[config.mk]
export PLATFORM = sky130hd
export DESIGN_NAME = nand_dphase_engine
export DESIGN_NICKNAME = d
export VERILOG_FILES = /design/src/rtl/nand_dphase_pkg.sv /design/src/rtl/nand_dphase_seq.sv /design/src/rtl/nand_dphase_strobe.sv /design/src/rtl/nand_dphase_capture.sv /design/src/rtl/nand_dphase_engine.sv
export SDC_FILE = /design/constraint.sdc
export NUM_CORES = 1
export LEC_CHECK = 0
export BUFFER_PORTS_ARGS = -buffer_cell sky130_fd_sc_hd__buf_2
export CAP_MARGIN = 20
export CORE_MARGIN = 2
export CORE_UTILIZATION = 50
export DETAILED_ROUTE_END_ITERATION = 8
export PLACE_DENSITY_LB_ADDON = 0.12
export SLEW_MARGIN = 20
export SYNTH_ARGS = -nofsm -noshare
export SYNTH_HDL_FRONTEND = slang
export SYNTH_SLANG_ARGS = --single-unit
export TNS_END_PERCENT = 10
[constraint.sdc]
create_clock -name clk -period 9.13 [get_ports clk]
set_clock_uncertainty 0.2 [all_clocks]
set_input_delay 0 -clock clk [delete_from_list [all_inputs] [get_ports clk]]
set_output_delay 0 -clock clk [all_outputs]
set_load 0.05 [all_outputs]
[src/rtl/nand_dphase_pkg.sv]
// Package: shared types for the NAND data phase strobe timer.
// Assumes nothing beyond being compiled before the modules that import it.
package nand_dphase_pkg;

    // Number of timed strobes (chip-select, read-enable, write-enable).
    localparam int unsigned NUM_STROBES = 3;

    // Index of each strobe in the generated strobe array.
    typedef enum logic [1:0] {
        STB_CS = 2'd0,
        STB_RE = 2'd1,
        STB_WE = 2'd2
    } strobe_idx_e;

    // Per-cycle control produced by the sequencer.
    typedef struct packed {
        logic load;    // request accepted at this edge
        logic adv;     // access continues into the next cycle
        logic done;    // last cycle of the access ends at this edge
        logic dir_wr;  // direction of the access being loaded or running
    } seq_ctl_t;

endpackage

[src/rtl/nand_dphase_seq.sv]
// Module: access sequencer. Holds the busy flag, the access direction and
// the cycle index, and tells the strobe and capture logic when an access
// is loaded, advances or ends.
// Assumes: the start input is already gated with !busy by the caller, and
// the length inputs are stable while busy. A length of 0 is run as 1 cycle.
module nand_dphase_seq
    import nand_dphase_pkg::*;
#(
    parameter int TW = 5
) (
    input  logic          clk,
    input  logic          rst_n,
    input  logic          start,
    input  logic          start_wr,
    input  logic [TW-1:0] rd_len,
    input  logic [TW-1:0] wr_len,
    output logic          busy,
    output logic          is_wr,
    output logic [TW-1:0] cnt,
    output logic [TW-1:0] nxt,
    output logic [TW-1:0] len_eff,
    output seq_ctl_t      ctl
);

    localparam int CW = TW + 1;

    logic [TW-1:0] len_raw;
    logic          last;

    // Pick the length of the running access, or of the one being loaded.
    always_comb begin
        if (busy) len_raw = is_wr ? wr_len : rd_len;
        else      len_raw = start_wr ? wr_len : rd_len;
        len_eff = (len_raw == '0) ? TW'(1) : len_raw;
    end

    // Decide whether the current cycle is the final one of the access.
    assign last = (CW'(cnt) + CW'(1)) >= CW'(len_eff);

    // Build the control word and the cycle index of the next cycle.
    always_comb begin
        ctl.load   = start && !busy;
        ctl.adv    = busy && !last;
        ctl.done   = busy && last;
        ctl.dir_wr = busy ? is_wr : start_wr;
        nxt        = busy ? (cnt + TW'(1)) : '0;
    end

    // Track busy, direction and cycle index across the access.
    always_ff @(posedge clk) begin
        if (!rst_n) begin
            busy  <= 1'b0;
            is_wr <= 1'b0;
            cnt   <= '0;
        end else if (ctl.load) begin
            busy  <= 1'b1;
            is_wr <= start_wr;
            cnt   <= '0;
        end else if (ctl.adv) begin
            cnt   <= nxt;
        end else if (ctl.done) begin
            busy  <= 1'b0;
            cnt   <= '0;
        end
    end

endmodule

[src/rtl/nand_dphase_strobe.sv]
// Module: one registered active-low strobe. In each access cycle i it is
// low when enabled and on_t <= i < off_t, and high otherwise. The output
// comes straight from a flop, so it cannot glitch.
// Assumes: nxt is the index of the cycle that follows the edge, and
// on_t/off_t are stable while the access runs.
module nand_dphase_strobe #(
    parameter int TW = 5
) (
    input  logic          clk,
    input  logic          rst_n,
    input  logic          step,
    input  logic          done,
    input  logic          en,
    input  logic [TW-1:0] nxt,
    input  logic [TW-1:0] on_t,
    input  logic [TW-1:0] off_t,
    output logic          strobe_n
);

    logic in_win;

    // Test whether the coming cycle falls inside the programmed window.
    assign in_win = en && (nxt >= on_t) && (nxt < off_t);

    // Register the strobe level for the coming cycle.
    always_ff @(posedge clk) begin
        if (!rst_n)    strobe_n <= 1'b1;
        else if (step) strobe_n <= !in_win;
        else if (done) strobe_n <= 1'b1;
    end

endmodule

[src/rtl/nand_dphase_capture.sv]
// Module: read data capture. It samples the bus at the end of the sample
// cycle. That cycle is clamped to the last cycle of the access, so every
// read yields exactly one word. The word is presented with a one-cycle
// valid pulse.
// Assumes: cnt and len_eff come from the sequencer, and the sample cycle
// input is stable during the access.
module nand_dphase_capture #(
    parameter int TW = 5,
    parameter int DW = 16
) (
    input  logic          clk,
    input  logic          rst_n,
    input  logic          busy,
    input  logic          is_wr,
    input  logic [TW-1:0] cnt,
    input  logic [TW-1:0] len_eff,
    input  logic [TW-1:0] sample_at,
    input  logic [DW-1:0] dq_i,
    output logic          rd_valid,
    output logic [DW-1:0] rd_data
);

    logic [TW-1:0] cap_idx;
    logic          fire;

    // Clamp the sample cycle to the final cycle of the access.
    assign cap_idx = (sample_at >= len_eff) ? (len_eff - TW'(1)) : sample_at;
    assign fire    = busy && !is_wr && (cnt == cap_idx);

    // Register the sampled word and its valid pulse.
    always_ff @(posedge clk) begin
        if (!rst_n) begin
            rd_valid <= 1'b0;
            rd_data  <= '0;
        end else begin
            rd_valid <= fire;
            if (fire) rd_data <= dq_i;
        end
    end

endmodule

[src/rtl/nand_dphase_engine.sv]
// Module: top of the NAND data phase strobe timer. It decodes host
// requests, runs the sequencer, generates the three timed strobes,
// captures read data, drives write data and flags empty strobe windows.
// Assumes: timing inputs are stable during an access, and the host retries
// any request that is made while busy.
module nand_dphase_engine
    import nand_dphase_pkg::*;
#(
    parameter int                AW         = 16,
    parameter int                RW         = 12,
    parameter int                DW         = 16,
    parameter int                TW         = 5,
    parameter logic [AW-1:0]     PORT_ADDR  = 16'h007C,
    parameter logic [AW-RW-1:0]  REGION_TAG = 4'h2
) (
    input  logic          clk,
    input  logic          rst_n,
    input  logic          req_valid,
    input  logic          req_write,
    input  logic [AW-1:0] req_addr,
    input  logic [DW-1:0] req_wdata,
    output logic          busy,
    input  logic [TW-1:0] cfg_cs_on,
    input  logic [TW-1:0] cfg_cs_rd_off,
    input  logic [TW-1:0] cfg_cs_wr_off,
    input  logic [TW-1:0] cfg_re_on,
    input  logic [TW-1:0] cfg_re_off,
    input  logic [TW-1:0] cfg_we_on,
    input  logic [TW-1:0] cfg_we_off,
    input  logic [TW-1:0] cfg_rd_sample,
    input  logic [TW-1:0] cfg_rd_len,
    input  logic [TW-1:0] cfg_wr_len,
    output logic          cfg_err,
    output logic          rd_valid,
    output logic [DW-1:0] rd_data,
    output logic          nand_cs_n,
    output logic          nand_re_n,
    output logic          nand_we_n,
    output logic          nand_ale,
    output logic          nand_cle,
    input  logic [DW-1:0] dq_i,
    output logic [DW-1:0] dq_o,
    output logic          dq_oe
);

    logic          hit_port;
    logic          hit_region;
    logic          accept;
    logic          is_wr;
    logic [TW-1:0] cnt;
    logic [TW-1:0] nxt;
    logic [TW-1:0] len_eff;
    seq_ctl_t      ctl;
    logic          err_rd;
    logic          err_wr;
    logic [DW-1:0] wdata_q;

    logic [TW-1:0]    on_arr  [NUM_STROBES];
    logic [TW-1:0]    off_arr [NUM_STROBES];
    logic [NUM_STROBES-1:0] en_vec;
    logic [NUM_STROBES-1:0] stb_n;

    // Decode the data port location and the chip-select region.
    assign hit_port   = (req_addr == PORT_ADDR);
    assign hit_region = (req_addr[AW-1:RW] == REGION_TAG);
    assign accept     = req_valid && (hit_port || hit_region);

    nand_dphase_seq #(.TW(TW)) u_seq (
        .clk      (clk),
        .rst_n    (rst_n),
        .start    (accept),
        .start_wr (req_write),
        .rd_len   (cfg_rd_len),
        .wr_len   (cfg_wr_len),
        .busy     (busy),
        .is_wr    (is_wr),
        .cnt      (cnt),
        .nxt      (nxt),
        .len_eff  (len_eff),
        .ctl      (ctl)
    );

    // Route each strobe's window and direction enable for this access.
    always_comb begin
        on_arr[int'(STB_CS)]  = cfg_cs_on;
        off_arr[int'(STB_CS)] = ctl.dir_wr ? cfg_cs_wr_off : cfg_cs_rd_off;
        en_vec[int'(STB_CS)]  = 1'b1;
        on_arr[int'(STB_RE)]  = cfg_re_on;
        off_arr[int'(STB_RE)] = cfg_re_off;
        en_vec[int'(STB_RE)]  = !ctl.dir_wr;
        on_arr[int'(STB_WE)]  = cfg_we_on;
        off_arr[int'(STB_WE)] = cfg_we_off;
        en_vec[int'(STB_WE)]  = ctl.dir_wr;
    end

    for (genvar g = 0; g < NUM_STROBES; g++) begin : g_stb
        nand_dphase_strobe #(.TW(TW)) u_stb (
            .clk      (clk),
            .rst_n    (rst_n),
            .step     (ctl.load || ctl.adv),
            .done     (ctl.done),
            .en       (en_vec[g]),
            .nxt      (nxt),
            .on_t     (on_arr[g]),
            .off_t    (off_arr[g]),
            .strobe_n (stb_n[g])
        );
    end

    assign nand_cs_n = stb_n[int'(STB_CS)];
    assign nand_re_n = stb_n[int'(STB_RE)];
    assign nand_we_n = stb_n[int'(STB_WE)];
    assign nand_ale  = 1'b0;
    assign nand_cle  = 1'b0;

    nand_dphase_capture #(.TW(TW), .DW(DW)) u_cap (
        .clk       (clk),
        .rst_n     (rst_n),
        .busy      (busy),
        .is_wr     (is_wr),
        .cnt       (cnt),
        .len_eff   (len_eff),
        .sample_at (cfg_rd_sample),
        .dq_i      (dq_i),
        .rd_valid  (rd_valid),
        .rd_data   (rd_data)
    );

    // Find empty windows among the strobes each direction uses.
    assign err_rd = (cfg_cs_on >= cfg_cs_rd_off) || (cfg_re_on >= cfg_re_off);
    assign err_wr = (cfg_cs_on >= cfg_cs_wr_off) || (cfg_we_on >= cfg_we_off);

    // Hold the configuration error flag for the length of the access.
    always_ff @(posedge clk) begin
        if (!rst_n)        cfg_err <= 1'b0;
        else if (ctl.load) cfg_err <= req_write ? err_wr : err_rd;
        else if (ctl.done) cfg_err <= 1'b0;
    end

    // Latch the write word when a request is accepted.
    always_ff @(posedge clk) begin
        if (!rst_n)        wdata_q <= '0;
        else if (ctl.load) wdata_q <= req_wdata;
    end

    assign dq_o  = wdata_q;
    assign dq_oe = !nand_we_n;

endmodule

==> metrics.txt <==
Most Crowded Layer GR=met2; Main synth FF type=dfxtp_1; worst reg-to-reg path cell count=11; clk sink count=44; largest net degree at the start of global routing=54; DR vias/cell=5.133; Top Ports=143; Max-slew headroom=0.4690; Crit. Startpoint=u_seq.busy; worst hold path cell count=5; Inserted Diodes=0; synthesized area=3492 um^2; final worst-path cycle share=0.4464; Reg clk slew, reported paths=80 ps; RSZ-0062 raised after global routing=no; Seq/Total Area, Yosys=0.2522; total design power=430.8 uW; outcome=finished clean; antenna-violating nets left=0; Crit path depth=11; VDD IR max=0.09994 mV; vias in the first global route=3,272; total grt overflow=0; post-CTS setup buffer count=0; R2R Setup Slk=5050 ps; fillers=564; Tot GR Track Use=0.2377; FF+latch count, synth=44; Synth Area in Simple Gates=0.1863; Crit Path Max Fanout=19; Site Rows=30; Crit path max-delay family=compound AO/OA/AOI/OAI gates; Pre-antenna DRT Iters=4; post-DP HPWL=6612 um; initial DRC count=92; met3 Use GR=0.04053; Yosys top cell area share=0.2522; worst min path class=in -> reg; final setup vio count=0; type of the worst setup path=reg -> reg; Synth Area in Adders=0.2114; Synth area leader=dfxtp_1; die area=7669 um^2; Die W=87.57 um; met1 GRT Util=0.3094; Worst EP required=9150 ps; CTS Buffer Depth=2; fin crit period=4076 ps; EDFF count, synth=0; Slew Viols, Final=0; Async S/R FF share, synth=0; Routed WL=9002 um; H-tree depth=2; Chip Height=87.57 um; Ys Warns=0; Root Driver=clkbuf_8; Synth Instances=408; RR Endpoint=u_cap.rd_data[14]; largest family of logic cells by synthesized area=adder cells; dominant cells by area after synthesis=dfxtp_1, ha_1, mux2i_1; max_cap viols=0; critical path's largest stage delay=590 ps; Worst Slack Setup Final=5054 ps; clk_lat worst skew=300 ps; initial antenna violation count=0; IO Port Bufs=140; Least-Margin Pin Slew=796.5 ps; Via Count=3,444; Worst path slowest cell=dfxtp_1; Worst setup EP type=flip-flop; Cell variety after synth=43; Compound-Gate Fraction of Synth Area=0.1233; GPL Wtd Cong=0.8994; Initial Util=0.5140; FF-to-FF Start=u_seq.busy; mux cell area share after synthesis=0.1215; LEAKAGE=2.421 nW; crit path DAT=4100 ps; Final Util=0.6878; setup TNS=0 ps; CORE AREA=6794 um^2; M2 GR Usage=0.4070; Syn Area/Cell=8.559 um^2; Bufs and invs on worst path=2; crit-path cells=mux2i_2 -> buf_4 -> mux2i_1 -> ha_1 -> a21o_1 -> a31oi_1 -> o221a_2 -> nor3_1 -> nor4_4 -> buf_4 -> mux2i_1; Hold Violations, Final=0; xor/xnor share of the synthesized area=0.03260; Max Freq=245.4 MHz; global-route wire length before repair=14,630 um; CTS tree=built; Area Overhead vs Synth=33.82%; Routed WL per cell=13.42 um; Setup crit start kind=flip-flop; power per cell area=92.19 nW/um^2; total CTS buffers=5; share of cells above drive strength 1=0.2730; nets=735; Placement Setup Slack=5055 ps; DRC Markers=0; Worst setup endpoint=u_cap.rd_data[14]
area by class of cell:
class	count	area [um^2]	area share
Multi-Input combinational cell	309	2385	0.5103
Tap cell	96	120.1	0.02570
Inverter	38	142.6	0.03052
Clock inverter	2	16.27	0.003481
Clock buffer	6	72.57	0.01553
Timing Repair Buffer	176	1056	0.2260
Sequential cell	44	880.8	0.1885
how the worst min path moves through the flow:
stage	start	end
after floorplan	dq_i[12]	u_cap.rd_data[12]
after global placement	dq_i[14]	u_cap.rd_data[14]
after detailed placement	dq_i[0]	u_cap.rd_data[0]
after CTS	cfg_re_on[4]	cfg_err
after global routing	cfg_re_on[4]	cfg_err
final	cfg_re_on[4]	cfg_err
registers in the layout, indices dropped and copies added (netlist names):
register and cells:
cfg_err 1, dq_o 16, g_stb.u_stb.strobe_n 3, u_cap.rd_data 16, u_cap.rd_valid 1, u_seq.busy 1, u_seq.cnt 5, u_seq.is_wr 1
layer usage:
metal,vias to the layer above,part of all wire
li1,1723,-
met1,1573,0.45
met2,134,0.47
met3,14,0.066
met4,0,0.016
met5,-,0
worst register-to-register path, stage by stage, from the launching register on:
cell and delay, ps:
dfxtp_1 590, mux2i_2 340, buf_4 300, mux2i_1 380, ha_1 320, a21o_1 180
a31oi_1 500, o221a_2 310, nor3_1 70, nor4_4 260, buf_4 320, mux2i_1 230
kinds of logic after synthesis:
family          Yosys count
flops                    44
mux                      41
xor+xnor                 13
buf+inv                  56
compound gates           67
fa+ha+maj                59
simple gates            127
other cells               1
metrics by stage:
step / cells / hold WS, ps / area (um^2)
3_5_place_dp: 629 / 63.00 / 4239
6_report: 671 / 15.02 / 4673
3_3_place_gp: 629 / 47.43 / 4239
5_1_grt: 671 / 39.75 / 4673
4_1_cts: 671 / 3.695 / 4668
2_1_floorplan: 409 / -57.83 / 3496
Yosys cell counts (2+ instances only):
cell	n
a21o_1	18
nand3_1	4
nand2_1	43
a21boi_0	2
nand2b_1	10
clkbuf_1	12
nor3_1	9
nor2_1	15
a31oi_1	6
dfxtp_1	44
and2_1	9
mux2i_1	39
buf_6	2
nor2b_1	25
a21oi_1	17
inv_1	38
ha_1	59
nor3b_1	4
buf_4	2
nor4_1	2
xnor2_1	10
xor2_1	3
nand4_1	2
o21ai_0	14
where the power goes:
part | leakage (nW) | switching (mW) | total, mW | internal (mW)
Sequential | 0.355 | 0.00135 | 0.194 | 0.193
Combinational | 2.02 | 0.0563 | 0.113 | 0.0572
Clock | 0.0414 | 0.0684 | 0.123 | 0.0545
Total | 2.42 | 0.126 | 0.431 | 0.305
cells in the final DEF (no fill, tap or decap), types with 2 or more instances in the layout:
| cell type | Yosys | routed |
|---|---|---|
| a21boi_0 | 2 | 2 |
| a21o_1 | 18 | 18 |
| a21oi_1 | 17 | 17 |
| a31oi_1 | 6 | 6 |
| and2_1 | 9 | 9 |
| buf_2 | 1 | 140 |
| buf_4 | 2 | 2 |
| clkbuf_8 | 0 | 5 |
| conb_1 | 1 | 2 |
| dfxtp_1 | 44 | 44 |
| dlygate4sd3_1 | 0 | 34 |
| ha_1 | 59 | 59 |
| inv_1 | 38 | 38 |
| mux2i_1 | 39 | 38 |
| nand2_1 | 43 | 43 |
| nand2b_1 | 10 | 10 |
| nand3_1 | 4 | 4 |
| nand4_1 | 2 | 2 |
| nor2_1 | 15 | 14 |
| nor2b_1 | 25 | 25 |
| nor3_1 | 9 | 9 |
| nor3b_1 | 4 | 4 |
| nor4_1 | 2 | 2 |
| o21ai_0 | 14 | 14 |
| xnor2_1 | 10 | 10 |
| xor2_1 | 3 | 3 |
timing repair:
action | CTS | global route
hold buffers | 34 | 0
resized for setup | 0 | 0
endpoints found under the hold margin | 34 | 0
Power figures use the tool's default switching activity.
